$ cat src/rtl/slw_pkg.sv
`timescale 1ns/1ps
package slw_pkg;
  typedef enum logic [2:0] {
    ST_IDLE, ST_CLEAR, ST_IN, ST_LEAK, ST_ACC, ST_FIRE, ST_OUT, ST_NEXT
  } slw_state_e;

  typedef enum logic [1:0] {
    OP_HOLD, OP_LEAK, OP_ACC, OP_FIRE
  } lane_op_e;
endpackage

$ cat src/rtl/slw_wrom.sv
`timescale 1ns/1ps
module slw_wrom #(
  parameter int IC       = 2,
  parameter int LIST_LEN = 8,
  parameter int DW       = 16,
  parameter int OCW      = 2,
  parameter int ICW      = 1,
  parameter int CIW      = 2,
  parameter int IDXW     = 3,
  parameter int W_RI  [LIST_LEN] = '{0, 1, 3, 2, 4, 5, 0, 0},
  parameter int W_CI  [LIST_LEN] = '{0, 2, 1, 0, 1, 0, 0, 0},
  parameter int W_VAL [LIST_LEN] = '{60, 50, -40, 90, 20000, 20000, 0, 0},
  parameter int W_VLD [LIST_LEN] = '{1, 1, 1, 1, 1, 1, 0, 0}
) (
  input  logic [IDXW-1:0]       idx,
  output logic                  e_vld,
  output logic                  e_last,
  output logic [OCW-1:0]        e_oc,
  output logic [ICW-1:0]        e_ic,
  output logic [CIW-1:0]        e_ci,
  output logic signed [DW-1:0]  e_val
);
  logic [OCW-1:0]       r_oc  [LIST_LEN];
  logic [ICW-1:0]       r_ic  [LIST_LEN];
  logic [CIW-1:0]       r_ci  [LIST_LEN];
  logic signed [DW-1:0] r_val [LIST_LEN];
  logic [LIST_LEN-1:0]  r_vld;
  logic [LIST_LEN-1:0]  r_last;

  // Row index split into output and input channel at elaboration time.
  for (genvar g = 0; g < LIST_LEN; g++) begin : g_ent
    assign r_oc[g]  = OCW'(W_RI[g] / IC);
    assign r_ic[g]  = ICW'(W_RI[g] % IC);
    assign r_ci[g]  = CIW'(W_CI[g]);
    assign r_val[g] = DW'(W_VAL[g]);
    assign r_vld[g] = (W_VLD[g] != 0);
  end

  // An entry closes its channel when the following entry is padding,
  // belongs to another channel, or does not exist.
  for (genvar g = 0; g < LIST_LEN; g++) begin : g_last
    if (g == LIST_LEN - 1) begin : g_tail
      assign r_last[g] = r_vld[g];
    end else begin : g_body
      assign r_last[g] = r_vld[g] && (!r_vld[g+1] || (r_oc[g+1] != r_oc[g]));
    end
  end

  assign e_vld  = r_vld[idx];
  assign e_last = r_last[idx];
  assign e_oc   = r_oc[idx];
  assign e_ic   = r_ic[idx];
  assign e_ci   = r_ci[idx];
  assign e_val  = r_val[idx];
endmodule

$ cat src/rtl/slw_ifm_buf.sv
`timescale 1ns/1ps
module slw_ifm_buf #(
  parameter int IC   = 2,
  parameter int IN_W = 6,
  parameter int ICW  = 1
) (
  input  logic            clk,
  input  logic            we,
  input  logic [ICW-1:0]  wch,
  input  logic [IN_W-1:0] wdata,
  input  logic [ICW-1:0]  rch,
  output logic [IN_W-1:0] rdata
);
  logic [IN_W-1:0] bank [IC];

  always_ff @(posedge clk) begin
    if (we) bank[wch] <= wdata;
  end

  assign rdata = bank[rch];
endmodule

$ cat src/rtl/slw_vmem.sv
`timescale 1ns/1ps
module slw_vmem #(
  parameter int DEPTH = 3,
  parameter int WIDTH = 64,
  parameter int AW    = 2
) (
  input  logic             clk,
  input  logic             we,
  input  logic [AW-1:0]    waddr,
  input  logic [WIDTH-1:0] wdata,
  input  logic [AW-1:0]    raddr,
  output logic [WIDTH-1:0] rdata
);
  logic [WIDTH-1:0] mem [DEPTH];

  always_ff @(posedge clk) begin
    if (we) mem[waddr] <= wdata;
    rdata <= mem[raddr];
  end
endmodule

$ cat src/rtl/slw_lane.sv
`timescale 1ns/1ps
module slw_lane
  import slw_pkg::*;
#(
  parameter int DW    = 16,
  parameter int ALPHA = 16384,
  parameter int VTH   = 100,
  parameter int THETA = 100
) (
  input  logic                 clk,
  input  logic                 rst,
  input  lane_op_e             op,
  input  logic                 gate,
  input  logic signed [DW-1:0] w,
  input  logic [DW-1:0]        rdata,
  output logic [DW-1:0]        v_post,
  output logic                 fire
);
  localparam logic [DW-1:0]        ALPHA_V   = DW'(ALPHA);
  localparam logic signed [DW-1:0] VTH_V     = DW'(VTH);
  localparam logic signed [DW-1:0] NEG_THETA = DW'(-THETA);
  localparam logic signed [DW-1:0] MAXV      = {1'b0, {(DW-1){1'b1}}};
  localparam logic signed [DW-1:0] MINV      = {1'b1, {(DW-1){1'b0}}};

  function automatic logic signed [DW-1:0] sat_add(input logic signed [DW-1:0] a,
                                                   input logic signed [DW-1:0] b);
    logic [DW:0] s;
    s = {a[DW-1], a} + {b[DW-1], b};
    if (s[DW] != s[DW-1]) return s[DW] ? MINV : MAXV;
    return s[DW-1:0];
  endfunction

  logic signed [DW-1:0]   v;
  logic signed [2*DW:0]   prod;
  logic signed [DW-1:0]   leak;
  logic signed [DW-1:0]   post;

  assign prod   = $signed(rdata) * $signed({1'b0, ALPHA_V});
  assign leak   = DW'(prod >>> (DW - 1));
  assign fire   = (v > VTH_V);
  assign post   = fire ? sat_add(v, NEG_THETA) : v;
  assign v_post = post;

  always_ff @(posedge clk) begin
    if (rst) begin
      v <= '0;
    end else begin
      unique case (op)
        OP_LEAK: v <= leak;
        OP_ACC:  if (gate) v <= sat_add(v, w);
        OP_FIRE: v <= post;
        default: v <= v;
      endcase
    end
  end
endmodule

$ cat src/rtl/sparse_spike_layer.sv
`timescale 1ns/1ps
module sparse_spike_layer
  import slw_pkg::*;
#(
  parameter int IC       = 2,
  parameter int OC       = 3,
  parameter int NPOS     = 4,
  parameter int KW       = 3,
  parameter int NT       = 3,
  parameter int LIST_LEN = 8,
  parameter int DW       = 16,
  parameter int ALPHA    = 16384,
  parameter int VTH      = 100,
  parameter int THETA    = 100,
  parameter int W_RI  [LIST_LEN] = '{0, 1, 3, 2, 4, 5, 0, 0},
  parameter int W_CI  [LIST_LEN] = '{0, 2, 1, 0, 1, 0, 0, 0},
  parameter int W_VAL [LIST_LEN] = '{60, 50, -40, 90, 20000, 20000, 0, 0},
  parameter int W_VLD [LIST_LEN] = '{1, 1, 1, 1, 1, 1, 0, 0}
) (
  input  logic                                 clk,
  input  logic                                 rst,
  input  logic                                 start,
  input  logic                                 in_valid,
  output logic                                 in_ready,
  input  logic [NPOS+KW-2:0]                   in_spk,
  output logic                                 out_valid,
  input  logic                                 out_ready,
  output logic [NPOS-1:0]                      out_spk,
  output logic [((OC > 1) ? $clog2(OC) : 1)-1:0] out_ch,
  output logic                                 done
);
  localparam int IN_W  = NPOS + KW - 1;
  localparam int OCW   = (OC > 1) ? $clog2(OC) : 1;
  localparam int ICW   = (IC > 1) ? $clog2(IC) : 1;
  localparam int CIW   = (KW > 1) ? $clog2(KW) : 1;
  localparam int IDXW  = (LIST_LEN > 1) ? $clog2(LIST_LEN) : 1;
  localparam int TW    = (NT > 1) ? $clog2(NT) : 1;
  localparam int WORDW = NPOS * DW;

  slw_state_e          state;
  logic [IDXW-1:0]     idx;
  logic [TW-1:0]       tstep;
  logic [OCW-1:0]      clr_cnt;
  logic [OCW-1:0]      pre_oc;
  logic                pre_vld;

  logic                e_vld, e_last;
  logic [OCW-1:0]      e_oc;
  logic [ICW-1:0]      e_ic;
  logic [CIW-1:0]      e_ci;
  logic signed [DW-1:0] e_val;

  logic                need_in, first;
  logic [IN_W-1:0]     rd_vec;
  logic [NPOS-1:0]     sh_vec;
  logic [WORDW-1:0]    rd_word, post_word, wr_word;
  logic [NPOS-1:0]     fire_vec;
  logic                mem_we;
  logic [OCW-1:0]      mem_waddr;
  lane_op_e            lane_op;

  slw_wrom #(
    .IC(IC), .LIST_LEN(LIST_LEN), .DW(DW), .OCW(OCW), .ICW(ICW), .CIW(CIW),
    .IDXW(IDXW), .W_RI(W_RI), .W_CI(W_CI), .W_VAL(W_VAL), .W_VLD(W_VLD)
  ) u_wrom (
    .idx(idx), .e_vld(e_vld), .e_last(e_last), .e_oc(e_oc),
    .e_ic(e_ic), .e_ci(e_ci), .e_val(e_val)
  );

  assign need_in  = ({1'b0, idx} < (IDXW+1)'(IC));
  assign in_ready = (state == ST_IN) && need_in;
  assign first    = !pre_vld || (e_oc != pre_oc);

  slw_ifm_buf #(.IC(IC), .IN_W(IN_W), .ICW(ICW)) u_ifm (
    .clk(clk), .we(in_ready && in_valid), .wch(ICW'(idx)), .wdata(in_spk),
    .rch(e_ic), .rdata(rd_vec)
  );

  // Lane p is gated by spike bit p + column offset of the entry's channel.
  assign sh_vec = NPOS'(rd_vec >> e_ci);

  assign mem_we    = (state == ST_CLEAR) || (state == ST_FIRE);
  assign mem_waddr = (state == ST_CLEAR) ? clr_cnt : e_oc;
  assign wr_word   = (state == ST_CLEAR) ? '0 : post_word;

  slw_vmem #(.DEPTH(OC), .WIDTH(WORDW), .AW(OCW)) u_vmem (
    .clk(clk), .we(mem_we), .waddr(mem_waddr), .wdata(wr_word),
    .raddr(e_oc), .rdata(rd_word)
  );

  always_comb begin
    unique case (state)
      ST_LEAK: lane_op = OP_LEAK;
      ST_ACC:  lane_op = OP_ACC;
      ST_FIRE: lane_op = OP_FIRE;
      default: lane_op = OP_HOLD;
    endcase
  end

  for (genvar p = 0; p < NPOS; p++) begin : g_lane
    slw_lane #(.DW(DW), .ALPHA(ALPHA), .VTH(VTH), .THETA(THETA)) u_lane (
      .clk(clk), .rst(rst), .op(lane_op), .gate(sh_vec[p]), .w(e_val),
      .rdata(rd_word[p*DW +: DW]), .v_post(post_word[p*DW +: DW]),
      .fire(fire_vec[p])
    );
  end

  always_ff @(posedge clk) begin
    if (rst) begin
      state     <= ST_IDLE;
      idx       <= '0;
      tstep     <= '0;
      clr_cnt   <= '0;
      pre_oc    <= '0;
      pre_vld   <= 1'b0;
      out_valid <= 1'b0;
      out_spk   <= '0;
      out_ch    <= '0;
      done      <= 1'b0;
    end else begin
      unique case (state)
        ST_IDLE: begin
          if (start) begin
            done    <= 1'b0;
            clr_cnt <= '0;
            state   <= ST_CLEAR;
          end
        end
        ST_CLEAR: begin
          if (clr_cnt == OCW'(OC - 1)) begin
            idx     <= '0;
            tstep   <= '0;
            pre_vld <= 1'b0;
            state   <= ST_IN;
          end else begin
            clr_cnt <= clr_cnt + 1'b1;
          end
        end
        ST_IN: begin
          if (!need_in || in_valid) begin
            if (!e_vld)     state <= ST_NEXT;
            else if (first) state <= ST_LEAK;
            else            state <= ST_ACC;
          end
        end
        ST_LEAK: begin
          pre_oc  <= e_oc;
          pre_vld <= 1'b1;
          state   <= ST_ACC;
        end
        ST_ACC: begin
          state <= e_last ? ST_FIRE : ST_NEXT;
        end
        ST_FIRE: begin
          out_valid <= 1'b1;
          out_spk   <= fire_vec;
          out_ch    <= e_oc;
          state     <= ST_OUT;
        end
        ST_OUT: begin
          if (out_ready) begin
            out_valid <= 1'b0;
            state     <= ST_NEXT;
          end
        end
        ST_NEXT: begin
          if (idx == IDXW'(LIST_LEN - 1)) begin
            idx     <= '0;
            pre_vld <= 1'b0;
            if (tstep == TW'(NT - 1)) begin
              done  <= 1'b1;
              state <= ST_IDLE;
            end else begin
              tstep <= tstep + 1'b1;
              state <= ST_IN;
            end
          end else begin
            idx   <= idx + 1'b1;
            state <= ST_IN;
          end
        end
        default: state <= ST_IDLE;
      endcase
    end
  end
endmodule

$ cat config.mk
export PLATFORM = sky130hd
export DESIGN_NAME = sparse_spike_layer
export DESIGN_NICKNAME = d
export VERILOG_FILES = /design/src/rtl/slw_pkg.sv /design/src/rtl/slw_wrom.sv /design/src/rtl/slw_ifm_buf.sv /design/src/rtl/slw_vmem.sv /design/src/rtl/slw_lane.sv /design/src/rtl/sparse_spike_layer.sv
export SDC_FILE = /design/constraint.sdc
export NUM_CORES = 1
export LEC_CHECK = 0
export CAP_MARGIN = 20
export CORE_ASPECT_RATIO = 1.25
export CORE_UTILIZATION = 60
export DETAILED_ROUTE_END_ITERATION = 8
export PLACE_DENSITY = 0.86
export RECOVER_POWER = 25
export SYNTH_ARGS = -nofsm -noshare
export SYNTH_HDL_FRONTEND = slang
export SYNTH_SLANG_ARGS = --single-unit
$ cat constraint.sdc
create_clock -name clk -period 16.9 [get_ports clk]
set_clock_uncertainty 0.15 [all_clocks]
set_input_delay 1.69 -clock clk [delete_from_list [all_inputs] [get_ports clk]]
set_output_delay 1.69 -clock clk [all_outputs]
set_load 0.01 [all_outputs]
# ---- Word level (Yosys, flattened, before mapping)
# Memories as Yosys holds them, arrays and structs flattened. A register that Yosys moved wholly into a read port is not among the register bits.
# Cells that the tools add are included.
dict set report totals {
  regBits 85
  ramBits 204
  mem_bits_ro 184
  in_bits 11
  memories 8
}
# memory words width rd rd_ports_with_merged_regs wr line_no
set memory_table {}
lappend memory_table {u_vmem.mem 3 64 1 1 1 slw_vmem.sv:14} ;# logic [WIDTH-1:0] mem [DEPTH];
lappend memory_table {{(no name shown)} 8 16 1 0 0 slw_wrom.sv:54} ;# assign e_val = r_val[idx];
lappend memory_table {{(no name shown)} 8 2 1 0 0 slw_wrom.sv:51} ;# assign e_oc = r_oc[idx];
lappend memory_table {{(no name shown)} 8 2 1 0 0 slw_wrom.sv:53} ;# assign e_ci = r_ci[idx];
lappend memory_table {u_ifm.bank 2 6 1 0 1 slw_ifm_buf.sv:14} ;# logic [IN_W-1:0] bank [IC];
lappend memory_table {{(no name shown)} 8 1 1 1 0 slw_wrom.sv:50} ;# assign e_last = r_last[idx];
lappend memory_table {{2 more memories} - - - - - -}
dict set report classes {
  addsub 11
  magnitude_cmp 7
  n_eq_ne 34
  shift 1
  mux 106
  bitwise_logic 1
  reduce_logical 25
}
# op count
set ops {}
lappend ops {{two-way mux 16 bit} 34}
lappend ops {{case mux 16 bit (3 select lines)} 4}
lappend ops {{adder 16 x 16 -> 17 bit} 4}
lappend ops {{adder 16 x 8 -> 17 bit (second input constant)} 4}
lappend ops {{> comparator 16 x 8 -> 1 bit (second input constant)} 4}
lappend ops {{two-way mux 64 bit} 1}
lappend ops {{two-way mux 3 bit} 13}
lappend ops {{two-way mux 1 bit} 34}
lappend ops {{two-way mux 2 bit} 12}
lappend ops {{case mux 3 bit (8 select lines)} 1}
lappend ops {{equality test 3 bit (second input constant)} 5}
lappend ops {{inequality test 2 x 1 -> 1 bit (second input constant)} 6}
lappend ops {{inequality test 2 bit (second input constant)} 6}
lappend ops {{AND reduction 2 bit} 6}
lappend ops {{AND reduction 4 bit} 3}
lappend ops {{equality test 2 bit (second input constant)} 4}
lappend ops {{inequality test 1 bit} 8}
lappend ops {{case mux 2 bit (2 select lines)} 2}
lappend ops {{nonzero test 2 bit} 4}
lappend ops {{equality test 3 x 2 -> 1 bit (second input constant)} 2}
lappend ops {{case mux 2 bit (3 select lines)} 1}
lappend ops {{case mux 3 bit (2 select lines)} 1}
lappend ops {{AND reduction 3 bit} 2}
lappend ops {{nonzero test 3 bit} 2}
lappend ops {{16 further kinds} 22}

# ---- Depth between registers and ports, before layout
dict set report depth {
  word_depth 13
  ltp_mapped 25
  ltp_nobuf 21
}

# ---- Hierarchy
# From an unflattened synthesis, not the netlist that was laid out.
dict set report unflattened {
  hier_cells 1901
  hier_area_um2 19269.7
}
# mod n_inst cells_each area_each_um2 seq_area_each_um2
set by_module_without_submodules {}
lappend by_module_without_submodules {slw_vmem 1 472 8436.8 7046.8}
lappend by_module_without_submodules {{slw_lane at g_lane[1].u_lane ...} 3 290 2112.0 320.3}
lappend by_module_without_submodules {{slw_lane at g_lane[0].u_lane} 1 285 2124.5 320.3}
lappend by_module_without_submodules {sparse_spike_layer 1 221 1676.6 420.4}
lappend by_module_without_submodules {slw_ifm_buf 1 21 474.2 360.3}
lappend by_module_without_submodules {slw_wrom 1 32 221.5 0.0}

# ---- Worst setup path after synthesis
# No wires, ideal clock.
dict set report synth_timing {
  path_type {register -> register}
  from {register idx[0]}
  to {register g_lane[3].u_lane.v[3]}
  setup_ns 0.095
  arrival_time_ns 5.244
  slack_ns 11.410
  stages_incl_launch_ff 23
  path_buffers 5
  cell_sequence {dfxtp_1 > inv_1 > ha_1 > nand2b_1 > clkbuf_1 > buf_2 > clkbuf_1 > clkbuf_1 > nand2_1 > ha_1 > inv_1 > nor3_1 > a311oi_1 > o21ai_0 > or3_1 > a311oi_2 > inv_1 > ha_1 > inv_1 > a21oi_2 > buf_2 > o21ai_0 > a221oi_1}
}
dict set report synth_between {
  elab_chain_len 13
  word_cells_on_any_way 25
}
# item line_no
set synth_lines {}
lappend synth_lines {{from (decl)} sparse_spike_layer.sv:41} ;# logic [IDXW-1:0] idx;
lappend synth_lines {{from (signal assigned)} sparse_spike_layer.sv:178} ;# idx <= idx + 1'b1;
lappend synth_lines {{NOT 3 -> 4 bit (not written as such) (*)} {slw_wrom.sv:52, slw_wrom.sv:53, slw_wrom.sv:54}}
lappend synth_lines {{memory read (8 x 16 bit)} -}
lappend synth_lines {{two-way mux 16 bit (not written as such) (2 in series)} slw_wrom.sv:54}
lappend synth_lines {{adder 16 x 16 -> 17 bit} slw_lane.sv:28} ;# s = {a[DW-1], a} + {b[DW-1], b};
lappend synth_lines {{inequality test 1 bit} slw_lane.sv:29} ;# if (s[DW] != s[DW-1]) return s[DW] ? MINV : MAXV;
lappend synth_lines {{two-way mux 1 bit} slw_lane.sv:29}
lappend synth_lines {{two-way mux 1 bit} slw_lane.sv:50} ;# OP_ACC: if (gate) v <= sat_add(v, w);
lappend synth_lines {{two-way mux 1 bit} slw_lane.sv:48} ;# unique case (op)
lappend synth_lines {{two-way mux 1 bit} slw_lane.sv:45} ;# if (rst) begin
lappend synth_lines {{two-way mux 16 bit} slw_lane.sv:30} ;# return s[DW-1:0];
lappend synth_lines {{two-way mux 16 bit} slw_lane.sv:50}
lappend synth_lines {{case mux 16 bit (3 select lines)} slw_lane.sv:48}
lappend synth_lines {{to (signal assigned)} slw_lane.sv:49} ;# OP_LEAK: v <= leak;
lappend synth_lines {{to (signal assigned)} slw_lane.sv:50}
lappend synth_lines {{to (signal assigned)} slw_lane.sv:51} ;# OP_FIRE: v <= post;
lappend synth_lines {{to (decl)} slw_lane.sv:33} ;# logic signed [DW-1:0] v;
# Mark *: on every way between the ends. The rest lies on a longest branch, timed or not. The select of a mux whose other input is x is not followed.
# A chain may end at the register's enable or synchronous reset.

# ---- Final worst setup path
dict set report layout_timing {
  from {register idx[1]}
  to {register g_lane[3].u_lane.v[3]}
}
# The elaborated chain is that of the path after synthesis.

==> impl_metrics.yaml <==
status:
  status: "complete, but fails checks"
  violations: "capacitance limit, slew limit"
floorplan:
  dieWidth_um: 159
  initial_core_util_pct: 61.3
  io_pins: 20
  core_area_um2: 30300
  die_y_um: 199
  dieArea_um2: 31600
  row_count: 71
power_and_ir_drop:
  max-vdd-ir-drop_v: 0.000103
  leakage_nw: 6.98
  p_per_area_nw_per_um2: 182
  total_power_w: 0.00364
grt:
  grtUsageTotal_pct: 29.8
  grt_pass1_vias: 14800
  grt_max_degree: 91
  antenna_found_initial: 1
  grt.overflow.total: 0
  grt_first_pass_wirelength_um: 75500
placement:
  io_buffers: 19
  placed_cells: 2258
  placedInstanceArea_um2: 18900
  dp_hpwl_um: 30100
  gp_congestion: 0.988
routing:
  vias: 15200
  drt_pass1_iterations: 7
  first_iter_violations: 1571
  wl_um: 46800
  drc: 0
  final_antenna_net_count: 0
  viasPerCell: 6.56
  wl_per_cell_um: 20.2
sta:
  fmax_mhz: 95.1
  relSlewSlack_pct: -198
  post-route-period-util_pct: 62.2
  finalSetupTns_ns: 0
  min_period_ns: 10.52
  slew_violations: 495
  tightest_slew_ns: 4.47
  grt_setup_unrepaired: "no"
  final_hold_viol_count: 0
  setup_viol: 0
clock_tree:
  h-tree-depth: 2
  postCtsResizedCells: 0
  cts-root-buf: "clkbuf_16"
  hold_buffers: 0
  numCtsBuffers: 34
  post_cts_buffers: 0
  tritoncts: "yes"
  clock_latency_ns: 0.53
  cts.sinks: 339
  clk_pin_slew_ns: 0.07
  clockBufferDepth: 3
worst_setup_path:
  endpoint_kind: "flop"
  crit_type: "flop to flop"
  path_max_fanout: 90
  startpoint_type: "flop"
  critPathArrivalTime_ns: 10.75
  crit_required_ns: 17.13
layout:
  final_util_pct: 66.0
  fin_area_um2: 20000
  nFillCells: 2287
  multi_input_area_um2: 9200
  fin_cells: 2320
  ff_latch_area_um2: 8710
  drive_gt1_share_pct: 5.84
  antennaDiodeCount: 0
  nets: 1963
  syn_to_final_growth_pct: 7.77
yosys:
  yosys.area_share.simple_pct: 16.1
  syn_nets: 2016
  synth.mux.area_fraction_pct: 4.52
  synthCells: 1947
  synthXorXnorAreaFrac_pct: 3.82
  synth-compound-area-share_pct: 20.8
  synth_top_family_by_area: "compound AO/OA/AOI/OAI gates"
  yosysWarnings: 0
  synthArstFlopShare_pct: 0
  synth_ff_type: "edfxtp_1"
  synth_cell_types: 87
  syn_area_per_cell_um2: 9.53
  synth_edf_count: 192
  synth_adder_area_share_pct: 4.07
  synth_area_um2: 18600
  synth-seq-cells: 339
  ys_seq_area_share_pct: 46.9
job:
  drv_cap: 8
min_path:
  hold_class: "flop to flop"
-- cell usage after synthesis (13+ instances only) --
| library cell | instances | area (um2) |
|---|---|---|
| a211oi_1 | 94 | 706 |
| a21o_1 | 18 | 135 |
| a21oi_1 | 204 | 1020 |
| a221oi_1 | 17 | 149 |
| a311oi_1 | 19 | 166 |
| a31oi_1 | 23 | 144 |
| and3_1 | 17 | 106 |
| buf_2 | 18 | 90.1 |
| clkbuf_1 | 97 | 364 |
| dfxtp_1 | 147 | 2940 |
| edfxtp_1 | 192 | 5770 |
| ha_1 | 58 | 726 |
| inv_1 | 44 | 165 |
| mux2i_1 | 72 | 721 |
| nand2_1 | 127 | 477 |
| nand2b_1 | 27 | 169 |
| nand3_1 | 35 | 175 |
| nor2_1 | 211 | 792 |
| nor2b_1 | 83 | 519 |
| nor3_1 | 39 | 195 |
| o211ai_1 | 13 | 97.6 |
| o21ai_0 | 93 | 465 |
| o22ai_1 | 13 | 81.3 |
| xnor2_1 | 63 | 552 |
| xor2_1 | 18 | 158 |
-- cells by family (layout without fill, tap and decap cells) --
kind of cell | count (synthesis) | after routing
AND/OR/NAND/NOR | 616 | 616
AO/OA/AOI/OAI | 597 | 597
buffers and inverters | 175 | 147
flip-flops | 339 | 339
multiplexers | 78 | 78
XOR/XNOR | 81 | 81
adder cells (fa/ha/maj) | 61 | 61
-- path summary, 6_finish.rpt --
| path | startpoint | to | slack [ns] | cells after the start |
|---|---|---|---|---|
| worst min-delay path | tstep[1] | tstep[1] | 0.32 | 2 |
| worst max register to register | idx[1] | g_lane[3].u_lane.v[3] | 6.38 | 17 |
| worst min register to register | tstep[1] | tstep[1] | 0.32 | 2 |
| worst max-delay path | idx[1] | g_lane[3].u_lane.v[3] | 6.38 | 17 |
-- metrics by stage --
step	worst slack [ns]	hold slack, ns
6_report	6.38	0.324
5_1_grt	5.27	0.359
3_5_place_dp	10.29	0.316
4_1_cts	10.19	0.324
2_1_floorplan	11.41	0.286
3_3_place_gp	10.61	0.293
-- per-layer routing --
layer / wire, um / up-vias / track usage (%)
met5: 0 / - / 0
met4: 2110 / 0 / 15.9
met3: 3420 / 171 / 4.80
met2: 22300 / 652 / 50.8
met1: 19000 / 7302 / 36.3
li1: - / 7097 / -
-- worst max-delay path, stage by stage, from the launching register on --
cell      delay [ns]
dfxtp_1         1.40
clkbuf_1        3.22
inv_1           0.73
nand2_1         0.44
nand2_1         0.63
ha_1            0.61
inv_1           0.10
nor3_1          0.05
a311oi_1        0.31
o21ai_0         0.16
or3_1           0.39
a311oi_2        0.40
inv_1           0.12
ha_1            0.44
inv_1           0.21
a21oi_2         0.48
o21ai_0         0.17
a221oi_1        0.34
-- power by group --
| group | switching, W | internal, W | leakage, nW |
|---|---|---|---|
| Sequential | 0.000170 | 0.00128 | 2.99 |
| Clock | 0.000312 | 0.000416 | 0.519 |
| Combinational | 0.000954 | 0.000509 | 3.47 |
| Total | 0.00144 | 0.00221 | 6.98 |
-- placed cells by master (no fill, tap or decap), types with 7 or more instances in the layout --
| cell | count |
|---|---|
| a31oi_1 | 23 |
| edfxtp_1 | 192 |
| clkdlybuf4s50_1 | 12 |
| ha_1 | 58 |
| o31ai_1 | 7 |
| o22ai_1 | 13 |
| nand2_1 | 126 |
| and3_1 | 17 |
| o21ai_0 | 93 |
| dfxtp_1 | 147 |
| or3_1 | 10 |
| a21o_1 | 18 |
| nor2_1 | 207 |
| nand2b_1 | 26 |
| nand3_1 | 35 |
| a221oi_1 | 17 |
| a211oi_1 | 94 |
| clkbuf_16 | 36 |
| mux2i_1 | 72 |
| xor2_1 | 18 |
| xnor2_1 | 63 |
| inv_1 | 44 |
| a311oi_1 | 19 |
| clkbuf_1 | 16 |
| or2_2 | 7 |
| o221ai_1 | 8 |
| nand4_1 | 8 |
| nor4_1 | 8 |
| a21boi_0 | 9 |
| a21oi_1 | 204 |
| and2_1 | 10 |
| nor3_1 | 39 |
| buf_4 | 14 |
| o21ai_1 | 10 |
| o211ai_1 | 13 |
| nor2b_1 | 82 |
-- registers in the layout, indices dropped and copies added (netlist names), 2 cells and up --
signal	flops
clr_cnt	2
g_lane.u_lane.v	64
idx	3
out_ch	2
out_spk	4
pre_oc	2
state	3
tstep	2
u_ifm.bank	12
u_vmem.mem	180
u_vmem.rdata	60
-- final cells by class --
cell class	instances	share of cell area, %
Tap cell	401	2.51
Clock inverter	13	0.500
Clock buffer	48	4.83
Inverter	46	0.863
Multi-Input combinational cell	1433	46.0
Sequential cell	339	43.5
Timing Repair Buffer	40	1.78
Note: power is estimated with default switching activity, not from simulation.
